===== src/rtl/lsr_pkg.sv =====
package lsr_pkg;
    localparam int DATA_W = 8;
    localparam int ADDR_W = 8;
    localparam int NREG   = 4;

    localparam int IDX_CTRL   = 0;
    localparam int IDX_CTRL_N = 1;
    localparam int IDX_CUR    = 2;
    localparam int IDX_CUR_N  = 3;

    localparam logic [ADDR_W-1:0] ADDR_CTRL   = 8'h1A;
    localparam logic [ADDR_W-1:0] ADDR_CTRL_N = 8'h1F;
    localparam logic [ADDR_W-1:0] ADDR_CUR    = 8'h1C;
    localparam logic [ADDR_W-1:0] ADDR_CUR_N  = 8'h1D;

    // bits 7 (range), 5 (match), 3:1 (calibration) are compared
    localparam logic [DATA_W-1:0] CTRL_MASK = 8'hAE;

    typedef enum logic [1:0] {
        ST_OFF,
        ST_IDLE,
        ST_PULSE,
        ST_CONT
    } drv_state_t;

    function automatic logic [ADDR_W-1:0] reg_addr(input int idx);
        case (idx)
            IDX_CTRL:   reg_addr = ADDR_CTRL;
            IDX_CTRL_N: reg_addr = ADDR_CTRL_N;
            IDX_CUR:    reg_addr = ADDR_CUR;
            default:    reg_addr = ADDR_CUR_N;
        endcase
    endfunction
endpackage


===== src/rtl/lsr_regfile.sv =====
module lsr_regfile
    import lsr_pkg::*;
(
    input  logic                         clk,
    input  logic                         rst_n,
    input  logic                         we,
    input  logic [ADDR_W-1:0]            addr,
    input  logic [DATA_W-1:0]            wdata,
    output logic [DATA_W-1:0]            rdata,
    output logic [NREG-1:0][DATA_W-1:0]  regs
);
    logic [NREG-1:0] hit;

    for (genvar g = 0; g < NREG; g++) begin : g_reg
        assign hit[g] = (addr == reg_addr(g));
        always_ff @(posedge clk or negedge rst_n) begin
            if (!rst_n)
                regs[g] <= '0;
            else if (we && hit[g])
                regs[g] <= wdata;
        end
    end

    always_comb begin
        rdata = '0;
        for (int i = 0; i < NREG; i++)
            if (hit[i]) rdata = regs[i];
    end

    AST_IGNORE_UNLISTED: assert property (@(posedge clk) disable iff (!rst_n)
        (we && hit == '0) |=> $stable(regs));
endmodule


===== src/rtl/lsr_pair_check.sv =====
module lsr_pair_check
    import lsr_pkg::*;
(
    input  logic [DATA_W-1:0] ctrl,
    input  logic [DATA_W-1:0] ctrl_n,
    input  logic [DATA_W-1:0] cur,
    input  logic [DATA_W-1:0] cur_n,
    output logic              ok
);
    logic ctrl_ok;
    logic cur_ok;

    always_comb begin
        ctrl_ok = (((ctrl ^ ctrl_n) & CTRL_MASK) == CTRL_MASK);
        cur_ok  = ((cur ^ cur_n) == {DATA_W{1'b1}});
        ok      = ctrl_ok && cur_ok;
    end
endmodule


===== src/rtl/lsr_drive_fsm.sv =====
module lsr_drive_fsm
    import lsr_pkg::*;
#(
    parameter int PULSE_CYC = 4
) (
    input  logic clk,
    input  logic rst_n,
    input  logic ok,
    input  logic calib,
    input  logic tick,
    output logic drv_on
);
    localparam int CNT_W = $clog2(PULSE_CYC + 1);
    localparam logic [CNT_W-1:0] CNT_LOAD = CNT_W'(PULSE_CYC - 1);

    drv_state_t st_q, st_d;
    logic [CNT_W-1:0] cnt_q, cnt_d;

    always_comb begin
        st_d  = st_q;
        cnt_d = cnt_q;
        if (!ok) begin
            st_d = ST_OFF;
        end else begin
            unique case (st_q)
                ST_OFF:   st_d = calib ? ST_CONT : ST_IDLE;
                ST_IDLE: begin
                    if (calib) st_d = ST_CONT;
                    else if (tick) begin
                        st_d  = ST_PULSE;
                        cnt_d = CNT_LOAD;
                    end
                end
                ST_PULSE: begin
                    if (calib) st_d = ST_CONT;
                    else if (cnt_q == '0) st_d = ST_IDLE;
                    else cnt_d = cnt_q - 1'b1;
                end
                ST_CONT:  if (!calib) st_d = ST_IDLE;
            endcase
        end
    end

    always_ff @(posedge clk or negedge rst_n) begin
        if (!rst_n) begin
            st_q  <= ST_OFF;
            cnt_q <= '0;
        end else begin
            st_q  <= st_d;
            cnt_q <= cnt_d;
        end
    end

    always_comb drv_on = ok && (st_q == ST_PULSE || st_q == ST_CONT);

    // independent run-length counter for the pulse window
    logic [CNT_W:0] run_q;
    always_ff @(posedge clk or negedge rst_n) begin
        if (!rst_n)                run_q <= '0;
        else if (st_q == ST_PULSE) run_q <= run_q + 1'b1;
        else                       run_q <= '0;
    end

    AST_PULSE_LEN: assert property (@(posedge clk) disable iff (!rst_n)
        (st_q == ST_PULSE) |-> (run_q < (CNT_W+1)'(PULSE_CYC)));
    AST_OFF_WHEN_BAD: assert property (@(posedge clk) disable iff (!rst_n)
        !ok |=> (st_q == ST_OFF));
endmodule


===== src/rtl/lsr_safe_regs.sv =====
module lsr_safe_regs
    import lsr_pkg::*;
#(
    parameter int PULSE_CYC = 4
) (
    input  logic              clk,
    input  logic              rst_n,
    input  logic              bus_we,
    input  logic [ADDR_W-1:0] bus_addr,
    input  logic [DATA_W-1:0] bus_wdata,
    output logic [DATA_W-1:0] bus_rdata,
    input  logic              frame_tick,
    output logic              drv_en,
    output logic [DATA_W-1:0] cur_code,
    output logic              range_hi,
    output logic              match_sel,
    output logic              calib_mode,
    output logic              mismatch
);
    logic [NREG-1:0][DATA_W-1:0] regs;
    logic ok;
    logic calib_raw;

    lsr_regfile u_regs (
        .clk   (clk),
        .rst_n (rst_n),
        .we    (bus_we),
        .addr  (bus_addr),
        .wdata (bus_wdata),
        .rdata (bus_rdata),
        .regs  (regs)
    );

    lsr_pair_check u_chk (
        .ctrl   (regs[IDX_CTRL]),
        .ctrl_n (regs[IDX_CTRL_N]),
        .cur    (regs[IDX_CUR]),
        .cur_n  (regs[IDX_CUR_N]),
        .ok     (ok)
    );

    assign calib_raw = (regs[IDX_CTRL][3:1] == 3'b111);

    lsr_drive_fsm #(.PULSE_CYC(PULSE_CYC)) u_fsm (
        .clk    (clk),
        .rst_n  (rst_n),
        .ok     (ok),
        .calib  (calib_raw),
        .tick   (frame_tick),
        .drv_on (drv_en)
    );

    always_comb begin
        mismatch   = !ok;
        range_hi   = ok && regs[IDX_CTRL][7];
        match_sel  = ok && regs[IDX_CTRL][5];
        calib_mode = ok && calib_raw;
        cur_code   = ok ? regs[IDX_CUR] : '0;
    end

    AST_DARK_ON_MISMATCH: assert property (@(posedge clk) disable iff (!rst_n)
        mismatch |-> !drv_en);
    AST_GATED_SETTINGS: assert property (@(posedge clk) disable iff (!rst_n)
        mismatch |-> (cur_code == '0 && !range_hi && !match_sel && !calib_mode));
    AST_CALIB_FULL_DUTY: assert property (@(posedge clk) disable iff (!rst_n)
        (calib_mode && $past(calib_mode)) |-> drv_en);
endmodule


===== config.mk =====
export PLATFORM = sky130hd
export DESIGN_NAME = lsr_safe_regs
export DESIGN_NICKNAME = d
export VERILOG_FILES = /design/src/rtl/lsr_pkg.sv /design/src/rtl/lsr_regfile.sv /design/src/rtl/lsr_pair_check.sv /design/src/rtl/lsr_drive_fsm.sv /design/src/rtl/lsr_safe_regs.sv
export SDC_FILE = /design/constraint.sdc
export NUM_CORES = 1
export LEC_CHECK = 0
export BUFFER_PORTS_ARGS = -buffer_cell sky130_fd_sc_hd__clkbuf_2
export CORE_MARGIN = 2
export CORE_UTILIZATION = 30
export CTS_CLUSTER_DIAMETER = 30
export DETAILED_ROUTE_END_ITERATION = 8
export PLACE_DENSITY = 0.48
export SLEW_MARGIN = 0
export SYNTH_ARGS = -nofsm -noshare
export SYNTH_HDL_FRONTEND = slang
export SYNTH_SLANG_ARGS = --single-unit

===== constraint.sdc =====
create_clock -name clk -period 2.6 [get_ports clk]
set_clock_uncertainty 0.2 [all_clocks]
set_input_delay 0.26 -clock clk [delete_from_list [all_inputs] [get_ports clk]]
set_output_delay 0.26 -clock clk [all_outputs]
set_load 0.02 [all_outputs]

==> results of run 1 <==
[flip-flops by register name (all words and copies together), names as in the netlist]
signal / count
u_regs.regs: 32
u_fsm.cnt_q: 3
u_fsm.st_q: 2
[cell families after synthesis]
group / after synthesis / share of synthesized area
AOI/OAI and AO/OA: 26 / 0.0863
and+or+nand+nor: 37 / 0.145
DFF: 37 / 0.463
muxes: 39 / 0.215
xor gates and xnor gates: 13 / 0.0569
adders and majority gates: 2 / 0.0125
buffers and inverters: 11 / 0.0219
[cell type report]
cell class | instances | area (um2) | share of cell area
multi-input cells | 117 | 1030 | 0.420
flip-flops and latches | 37 | 926 | 0.377
inverters | 6 | 22.5 | 0.00917
clock buffers | 7 | 86.3 | 0.0352
well taps | 77 | 96.3 | 0.0392
repair buffers | 52 | 293 | 0.119
[critical path, cell delays in order (launching register included)]
cell	delay, ps
dfrtp_1	440
xor2_1	190
nand4_1	160
nor4_4	310
buf_4	220
inv_1	90
nor2_1	100
clkbuf_2	170
[power groups by stage]
stage / Clock, mW / Combinational (mW) / Sequential (mW)
2_1_floorplan: 0 / 0.0573 / 0.627
3_3_place_gp: 0 / 0.105 / 0.634
3_5_place_dp: 0 / 0.106 / 0.634
4_1_cts: 0.424 / 0.107 / 0.623
5_1_grt: 0.449 / 0.117 / 0.626
6_report: 0.402 / 0.105 / 0.623
[per-layer routing]
layer / GRT usage / up-vias
li1: - / 712
met1: 0.195 / 745
met2: 0.225 / 30
met3: 0.0308 / 8
met4: 0.0505 / 0
met5: 0 / -
[placed cells by master (no fill, tap or decap), types with 2 or more instances in the layout]
| cell | instances |
|---|---|
| mux2_2 | 32 |
| clkbuf_8 | 6 |
| nand4_1 | 2 |
| clkbuf_2 | 40 |
| a22oi_1 | 7 |
| nor4_4 | 2 |
| inv_1 | 6 |
| ha_1 | 2 |
| buf_4 | 11 |
| dfrtp_1 | 37 |
| nor2_1 | 4 |
| o21ai_0 | 2 |
| a21oi_1 | 4 |
| mux2i_1 | 7 |
| and2_1 | 12 |
| a31oi_1 | 2 |
| nand2_1 | 3 |
| xor2_1 | 13 |
| o22ai_1 | 7 |
| nand3_1 | 4 |
[stage by stage]
step	cell area, um2	utilization	setup slack [ps]	total power [mW]	hold slack [ps]
floorplan	2000	-	477	0.685	-236
global placement	2360	0.370	363	0.740	155
detailed placement	2360	0.370	293	0.740	149
CTS	2460	0.385	139	1.15	46.2
global route	2460	0.385	4.91	1.19	44.1
finish	2460	0.385	168	1.13	58.6
[path summary, 6_finish.rpt]
path / from / end / slack, ps / cells past startpoint
worst max register to register: u_fsm.cnt_q[0] / u_fsm.cnt_q[1] / 640 / 7
worst min register to register: u_regs.regs[14] / u_regs.regs[14] / 310 / 1
max in group asynchronous: rst_n / u_regs.regs[5] / 1500 / 3
worst max-delay path: u_regs.regs[1] / calib_mode / 170 / 7
worst min-delay path: bus_wdata[0] / u_regs.regs[24] / 60 / 2
min in group asynchronous: rst_n / u_regs.regs[17] / 360 / 3
==> metrics.md, run 1 <==
| Metric | Value |
|---|---|
| Final-layout fill cell count | 648 |
| CP endpoint kind | primary output |
| Top cells by count, synth | dfrtp_1, mux2_2, xor2_1, and2_1 |
| Slew headroom | 0.559 |
| Post-CTS Hold Fix Bufs | 1 |
| Switch share | 0.239 |
| Clock slew at reported path FFs | 70 ps |
| Mean Syn Cell Area | 12.1 um2 |
| Fmax | 411 MHz |
| First-pass GRT wire length | 7980 um |
| GRT overflow | 0 |
| CP startpoint kind | register |
| Met3 routed WL | 177 um |
| Post-synth ARST share | 1.00 |
| Metal2 WL | 2310 um |
| Hold Path Class | in -> reg |
| Largest net degree at the start of global routing | 38 |
| Comb pwr share | 0.093 |
| Setup CP Type | reg -> out |
| Initial core utilization | 0.313 |
| Vias after detailed routing | 1495 |
| Worst IR drop on VDD | 0.271 mV |
| Synth area leader | dfrtp_1 |
| Final cell count without fillers | 296 |
| Vias in the first global route | 1538 |
| Final min period | 2430 ps |
| Pint | 0.860 mW |
| # IOs | 41 |
| Post-Syn Area | 2000 um2 |
| Gate Count Post-Synth | 165 |
| Vias per cell | 5.05 |
| Clock power frac | 0.356 |
| Number of synthesized flops with an enable pin | 0 |
| Total CTS buffers | 5 |
| Critical path peak fanout | 10 |
| Outcome | completed |
| HPWL Detailed | 3530 um |
| GPL Wtd Cong | 0.735 |
| Die width | 85.7 um |
| Unique masters post-synth | 34 |
| Post-CTS Setup Inserts | 0 |
| Clock Path Buffers | 2 |
| Worst-margin pin slew | 657 ps |
| Flop pwr share | 0.551 |
| PortBufs | 40 |
| Leak | 1.25 nW |
| Global Route Usage Sum | 0.143 |
| WL/cell | 16.1 um |
| Nets | 241 |
| Met1 WL | 2230 um |
| Top-count cell post-synth | dfrtp_1 |
| WL final | 4780 um |
| Final hold vios | 0 |
| Fin crit share | 0.935 |
| Cell count after placement | 288 |
| Flops & latches, synth | 37 |
| Top_reg_cell synth | dfrtp_1 |
| Die area | 7340 um2 |
| CP Data Arrival Time | 1970 ps |
| Clock Sinks | 37 |
| Share of cells above drive strength 1 | 0.438 |
| Max Cap Viol | 0 |
| Root Buffer | clkbuf_8 |
| Syn nets | 187 |
| Die Y | 85.7 um |
| CORE AREA | 6390 um2 |
| Register area share after synthesis | 0.463 |
| Share of the synthesized area in the top cell type | 0.463 |
| Worst-skew pair later-pin latency | 280 ps |
| Initial antenna violation count | 0 |
| TritonCTS clock tree | yes |
| Rows | 29 |
| Post_cts resized | 0 |
| CTS H-tree lvls | 2 |
| Drc violations | 0 |
| Setup TNS | 0 ps |
| N_diodes | 0 |
| Pins Over Slew Limit | 0 |
| Detailed Route Iter0 Violations | 78 |
| Synth warnings | 0 |
| Final setup violation count | 0 |
| Drt first pass iters | 4 |
| PD cells | 460 nW/um2 |
| Remaining antenna violation count | 0 |
| Dominant cells by area after synthesis | dfrtp_1, mux2_2, xor2_1 |
| NetSw | 0.270 mW |
| CP required | 2140 ps |
| Unrepaired setup endpoints after global routing | false |
| Max layer used | met4 |
| Synth-to-Final Area Change | 22.7% |
Power figures use the tool's default switching activity.
==> inputs of run 2 (changes only) <==
--- a/config.mk
+++ b/config.mk
@@ -7,10 +7,10 @@
 export LEC_CHECK = 0
 export BUFFER_PORTS_ARGS = -buffer_cell sky130_fd_sc_hd__clkbuf_2
 export CORE_MARGIN = 2
-export CORE_UTILIZATION = 30
+export CORE_UTILIZATION = 38
 export CTS_CLUSTER_DIAMETER = 30
 export DETAILED_ROUTE_END_ITERATION = 8
-export PLACE_DENSITY = 0.48
+export PLACE_DENSITY = 0.6
 export SLEW_MARGIN = 0
 export SYNTH_ARGS = -nofsm -noshare
 export SYNTH_HDL_FRONTEND = slang
==> constraint.sdc (replaced) <==
create_clock -name clk -period 2.1 [get_ports clk]
set_clock_uncertainty 0.2 [all_clocks]
set_input_delay 0.21 -clock clk [delete_from_list [all_inputs] [get_ports clk]]
set_output_delay 0.21 -clock clk [all_outputs]
set_load 0.02 [all_outputs]
==> metrics.md, run 2 (synthesis gave the netlist of run 1 again) <==
| Metric | Value |
|---|---|
| Outcome | finished with violations |
| Failing checks | setup timing |
| # IOs | 41 |
| Global Route Usage Sum | 0.168 |
| Largest register FFs | 32 |
| PortBufs | 40 |
| Clock Sinks | 37 |
| Layout Utilization | 0.539 |
| GRT overflow | 0 |
| PD cells | 532 nW/um2 |
| Final hold vios | 0 |
| Share of cells above drive strength 1 | 0.502 |
| CP required | 1690 ps |
| Pwr Total | 1.47 mW |
| TritonCTS clock tree | yes |
| Slew headroom | 0.680 |
| WL final | 4730 um |
| Dpl cell area | 2440 um2 |
| Remaining antenna violation count | 0 |
| Largest net degree at the start of global routing | 38 |
| Final cell count without fillers | 307 |
| Biggest regs | u_regs.regs x32, u_fsm.cnt_q x3, u_fsm.st_q x2 |
| Final-layout fill cell count | 458 |
| Vias in the first global route | 1512 |
| Setup CP Type | reg -> out |
| CP Data Arrival Time | 1810 ps |
| Worst-skew pair later-pin latency | 280 ps |
| Initial antenna violation count | 0 |
| Root Buffer | clkbuf_8 |
| Hold_ws | 10.8 ps |
| HPWL Detailed | 3310 um |
| Most frequent cells in the layout | dfrtp_1, mux2_2, clkbuf_2, buf_4 |
| Pins Over Slew Limit | 0 |
| Total CTS buffers | 5 |
| First-pass GRT wire length | 7650 um |
| Commonest non-fill, non-tap cell in the layout | dfrtp_1 |
| CP Buf/Inv Count | 3 |
| Clock slew at reported path FFs | 70 ps |
| Vias after detailed routing | 1519 |
| Drc violations | 0 |
| N_diodes | 0 |
| Hold Path Class | in -> reg |
| Slowest stage delay, CP | 390 ps |
| Die Y | 76.6 um |
| Vias per cell | 4.95 |
| Synth-to-Final Area Change | 37.6% |
| Clock Path Buffers | 2 |
| CTS H-tree lvls | 2 |
| Drt first pass iters | 4 |
| Top cell by count, worst path | buf_6 |
| Register area | 927 um2 |
| Final setup violation count | 13 |
| Detailed Route Iter0 Violations | 50 |
| Max Cap Viol | 0 |
| Multi-input combinational cell area | 1050 um2 |
| Final min period | 2220 ps |
| Most flop-heavy register | u_regs.regs |
| Worst-margin pin slew | 480 ps |
| Rows | 26 |
| Nets | 258 |
| Fmax | 451 MHz |
| CP startpoint kind | register |
| Worst setup margin | -117 ps |
| Fin crit share | 1.06 |
| Die width | 76.6 um |
| Leak | 1.39 nW |
| CORE AREA | 5110 um2 |
| Final Instance Area | 2750 um2 |
| Unrepaired setup endpoints after global routing | true |
| CP Cell Sequence | xor2_1 > nand3_1 > nor4_4 > buf_6 > inv_2 > nor2_2 > buf_6 |
| Setup TNS | -1150 ps |
| GPL Wtd Cong | 0.797 |
| Initial core utilization | 0.392 |
| Die area | 5860 um2 |
| Cell count after placement | 289 |
| WL/cell | 15.4 um |
| Critical path peak fanout | 9 |
| Worst IR drop on VDD | 0.323 mV |
| CP endpoint kind | primary output |
| Setup WS pre-CTS | 24.4 ps |
| Slowest CP cell | dfrtp_1 |
| CP delay by family, top | simple AND/OR/NAND/NOR gates |
==> run 2: cell count changes in the layout (fill, tap and decap cells not counted), sizes merged <==
cell	before	now
clkinv	0	1
dlygate4sd3	1	5
clkbuf	47	41
buf	11	30
==> run 2: worst paths after layout <==
path                                 start         endpoint  slack (ps)  cells after the start
hold reg to reg             u_regs.regs[4]   u_regs.regs[4]         310                      1
max in group asynchronous            rst_n   u_regs.regs[3]        1030                      3
setup reg to reg           u_regs.regs[31]   u_fsm.cnt_q[1]         200                      7
setup / recovery           u_regs.regs[31]       calib_mode        -120                      7
min in group asynchronous            rst_n   u_regs.regs[6]         320                      3
hold / removal                bus_wdata[2]  u_regs.regs[10]          10                      2
==> run 2: area by class of cell <==
cell class / count / share of cell area
Clock buffer: 7 / 0.0350
Clock inverter: 1 / 0.00182
Inverter: 6 / 0.00818
Multi-Input combinational cell: 117 / 0.380
Sequential cell: 37 / 0.337
Tap cell: 70 / 0.0318
Timing Repair Buffer: 69 / 0.206
==> run 2: report_power, final <==
part | internal, mW | switching [mW] | leakage [nW]
logic | 0.0791 | 0.0750 | 0.829
clock network | 0.297 | 0.249 | 0.0542
registers | 0.742 | 0.0239 | 0.504
==> run 2: worst reg2reg max path, delay by kind of cell, from the launching register on <==
family / cells / cell delay, ps
and+or+nand+nor: 3 / 620
DFF: 1 / 390
buffers and inverters: 2 / 320
xor gates and xnor gates: 1 / 170
AOI/OAI and AO/OA: 1 / 90
==> run 2: timing repair <==
action	4_1_cts	5_1_grt
resized for setup	29	10
endpoints found under the hold margin	43	0
hold buffers	5	0
pin swaps	2	0
buffers inserted	4	1
endpoints found under the setup margin	13	13
==> run 2: layer usage <==
layer	share of wire	wire, um	vias to the layer above	track usage
met5	0	0	-	0
met4	0.011	51	0	0.0600
met3	0.022	105	4	0.0284
met2	0.48	2280	26	0.272
met1	0.48	2290	746	0.227
li1	-	-	743	-
==> inputs of run 3 (changes only) <==
--- a/config.mk
+++ b/config.mk
@@ -10,7 +10,7 @@
 export CORE_UTILIZATION = 38
 export CTS_CLUSTER_DIAMETER = 30
 export DETAILED_ROUTE_END_ITERATION = 8
-export PLACE_DENSITY = 0.6
+export PLACE_DENSITY = 0.58
 export SLEW_MARGIN = 0
 export SYNTH_ARGS = -nofsm -noshare
 export SYNTH_HDL_FRONTEND = slang
==> constraint.sdc (replaced) <==
create_clock -name clk -period 2.5 [get_ports clk]
set_clock_uncertainty 0.2 [all_clocks]
set_input_delay 0.25 -clock clk [delete_from_list [all_inputs] [get_ports clk]]
set_output_delay 0.25 -clock clk [all_outputs]
set_load 0.02 [all_outputs]
==> metrics.md, run 3 (synthesis gave the netlist of run 1 again) <==
| Metric | Value |
|---|---|
| Outcome | completed |
| Drt first pass iters | 4 |
| Worst-margin pin slew | 615 ps |
| Slowest stage delay, CP | 450 ps |
| Vias after detailed routing | 1482 |
| Global Route Usage Sum | 0.168 |
| Largest register FFs | 32 |
| Initial antenna violation count | 0 |
| Final setup violation count | 0 |
| Hold path start | bus_wdata[0] |
| Rows | 26 |
| TritonCTS clock tree | yes |
| First-pass GRT wire length | 7540 um |
| Max Cap Viol | 0 |
| Total CTS buffers | 5 |
| Share of cells above drive strength 1 | 0.457 |
| Fin crit share | 0.969 |
| Hold_ws | 31.9 ps |
| Fmax | 413 MHz |
| Clock Sinks | 37 |
| Final Instance Area | 2500 um2 |
| CP Data Arrival Time | 1970 ps |
| Nets | 244 |
| N_diodes | 0 |
| Leak | 1.28 nW |
| CP Cell Sequence | xor2_1 > nand4_1 > nor4_4 > buf_4 > buf_4 > and2_1 > clkbuf_2 |
| Root Buffer | clkbuf_8 |
| HPWL Detailed | 3200 um |
| Final hold vios | 0 |
| GPL Wtd Cong | 0.753 |
| Layout Utilization | 0.489 |
| CP endpoint kind | primary output |
| Commonest non-fill, non-tap cell in the layout | clkbuf_2 |
| WL/cell | 15.3 um |
| Hold depth | 2 |
| Synth-to-Final Area Change | 24.9% |
| Clock slew at reported path FFs | 80 ps |
| Slew headroom | 0.587 |
| WL final | 4490 um |
| Pwr Total | 1.29 mW |
| Critical path peak fanout | 8 |
| Vias in the first global route | 1461 |
| PD cells | 516 nW/um2 |
| # IOs | 41 |
| Die width | 76.6 um |
| Worst-skew pair later-pin latency | 300 ps |
| Worst r2r dst | u_fsm.cnt_q[1] |
| Die area | 5860 um2 |
| Drc violations | 0 |
| Setup TNS | 0 ps |
| Initial core utilization | 0.392 |
| R2R depth | 7 |
| GRT overflow | 0 |
| Dpl cell area | 2360 um2 |
| Slowest CP cell | dfrtp_2 |
| CP required | 2050 ps |
| Most frequent cells in the layout | clkbuf_2, dfrtp_1, mux2_2, buf_4, xor2_1 |
| PortBufs | 40 |
| CTS H-tree lvls | 2 |
| Setup CP Type | reg -> out |
| CP startpoint kind | register |
| Detailed Route Iter0 Violations | 74 |
| Die Y | 76.6 um |
| Hold Path Class | in -> reg |
| Clock Path Buffers | 2 |
| Worst IR drop on VDD | 0.361 mV |
| Vias per cell | 5.06 |
| Final min period | 2420 ps |
| Hold worst-path end | u_regs.regs[16] |
| Top cell by count, worst path | buf_4 |
| Pins Over Slew Limit | 0 |
| Largest net degree at the start of global routing | 38 |
| Most flop-heavy register | u_regs.regs |
| Biggest regs | u_regs.regs x32, u_fsm.cnt_q x3, u_fsm.st_q x2 |
| Flop-to-flop setup slack | 490 ps |
| Reg-to-Reg Start | u_fsm.cnt_q[0] |
| CORE AREA | 5110 um2 |
| Remaining antenna violation count | 0 |
| Final-layout fill cell count | 510 |
run 3: stage by stage:
step	std cells	setup slack, ps
2_1_floorplan	165	397
4_1_cts	291	13.3
3_5_place_dp	282	240
3_3_place_gp	282	284
5_1_grt	293	-20.7
6_report	293	77.3
run 3: cell type report:
type | count | area (um2) | share of cell area
Sequential cell | 37 | 927 | 0.371
Timing Repair Buffer | 55 | 315 | 0.126
Clock inverter | 3 | 46.3 | 0.0185
Inverter | 6 | 22.5 | 0.00901
Multi-Input combinational cell | 117 | 1030 | 0.413
Tap cell | 70 | 87.6 | 0.0350
Clock buffer | 5 | 68.8 | 0.0275
run 3: layer usage:
metal,routed length [um],GRT usage,vias up
met5,0,0,-
li1,-,-,721
met1,2080,0.218,730
met2,2190,0.272,25
met3,159,0.0462,6
met4,59,0.0545,0
run 3: power by group:
part           switching, mW  internal [mW]
Clock                  0.235          0.299
Sequential            0.0236          0.623
Combinational         0.0555         0.0528
run 3: worst max path at each step:
stage	startpoint	cells past startpoint	endpoint	slack, ps
floorplan	bus_addr[0]	6	bus_rdata[6]	400
global placement	bus_addr[5]	5	u_regs.regs[3]	280
detailed placement	bus_addr[5]	5	u_regs.regs[1]	240
CTS	u_regs.regs[26]	6	cur_code[6]	10
global route	u_regs.regs[2]	7	cur_code[6]	-20
finish	u_regs.regs[2]	7	cur_code[6]	80
run 3: worst max-delay path: cells and delay by family, from the launching register on:
| kind | cells | cell delay [ps] |
|---|---|---|
| DFF | 1 | 450 |
| xor gates and xnor gates | 1 | 170 |
| buffers and inverters | 3 | 490 |
| and+or+nand+nor | 3 | 570 |
run 3: repair_timing:
action                     4_1_cts  5_1_grt
buffers inserted                 0        2
cloned                           0        0
hold endpoints to repair        37        0
gates resized for setup          0        1
hold buffers                     1        0
setup endpoints to repair        8        9
pin swaps                        1        1
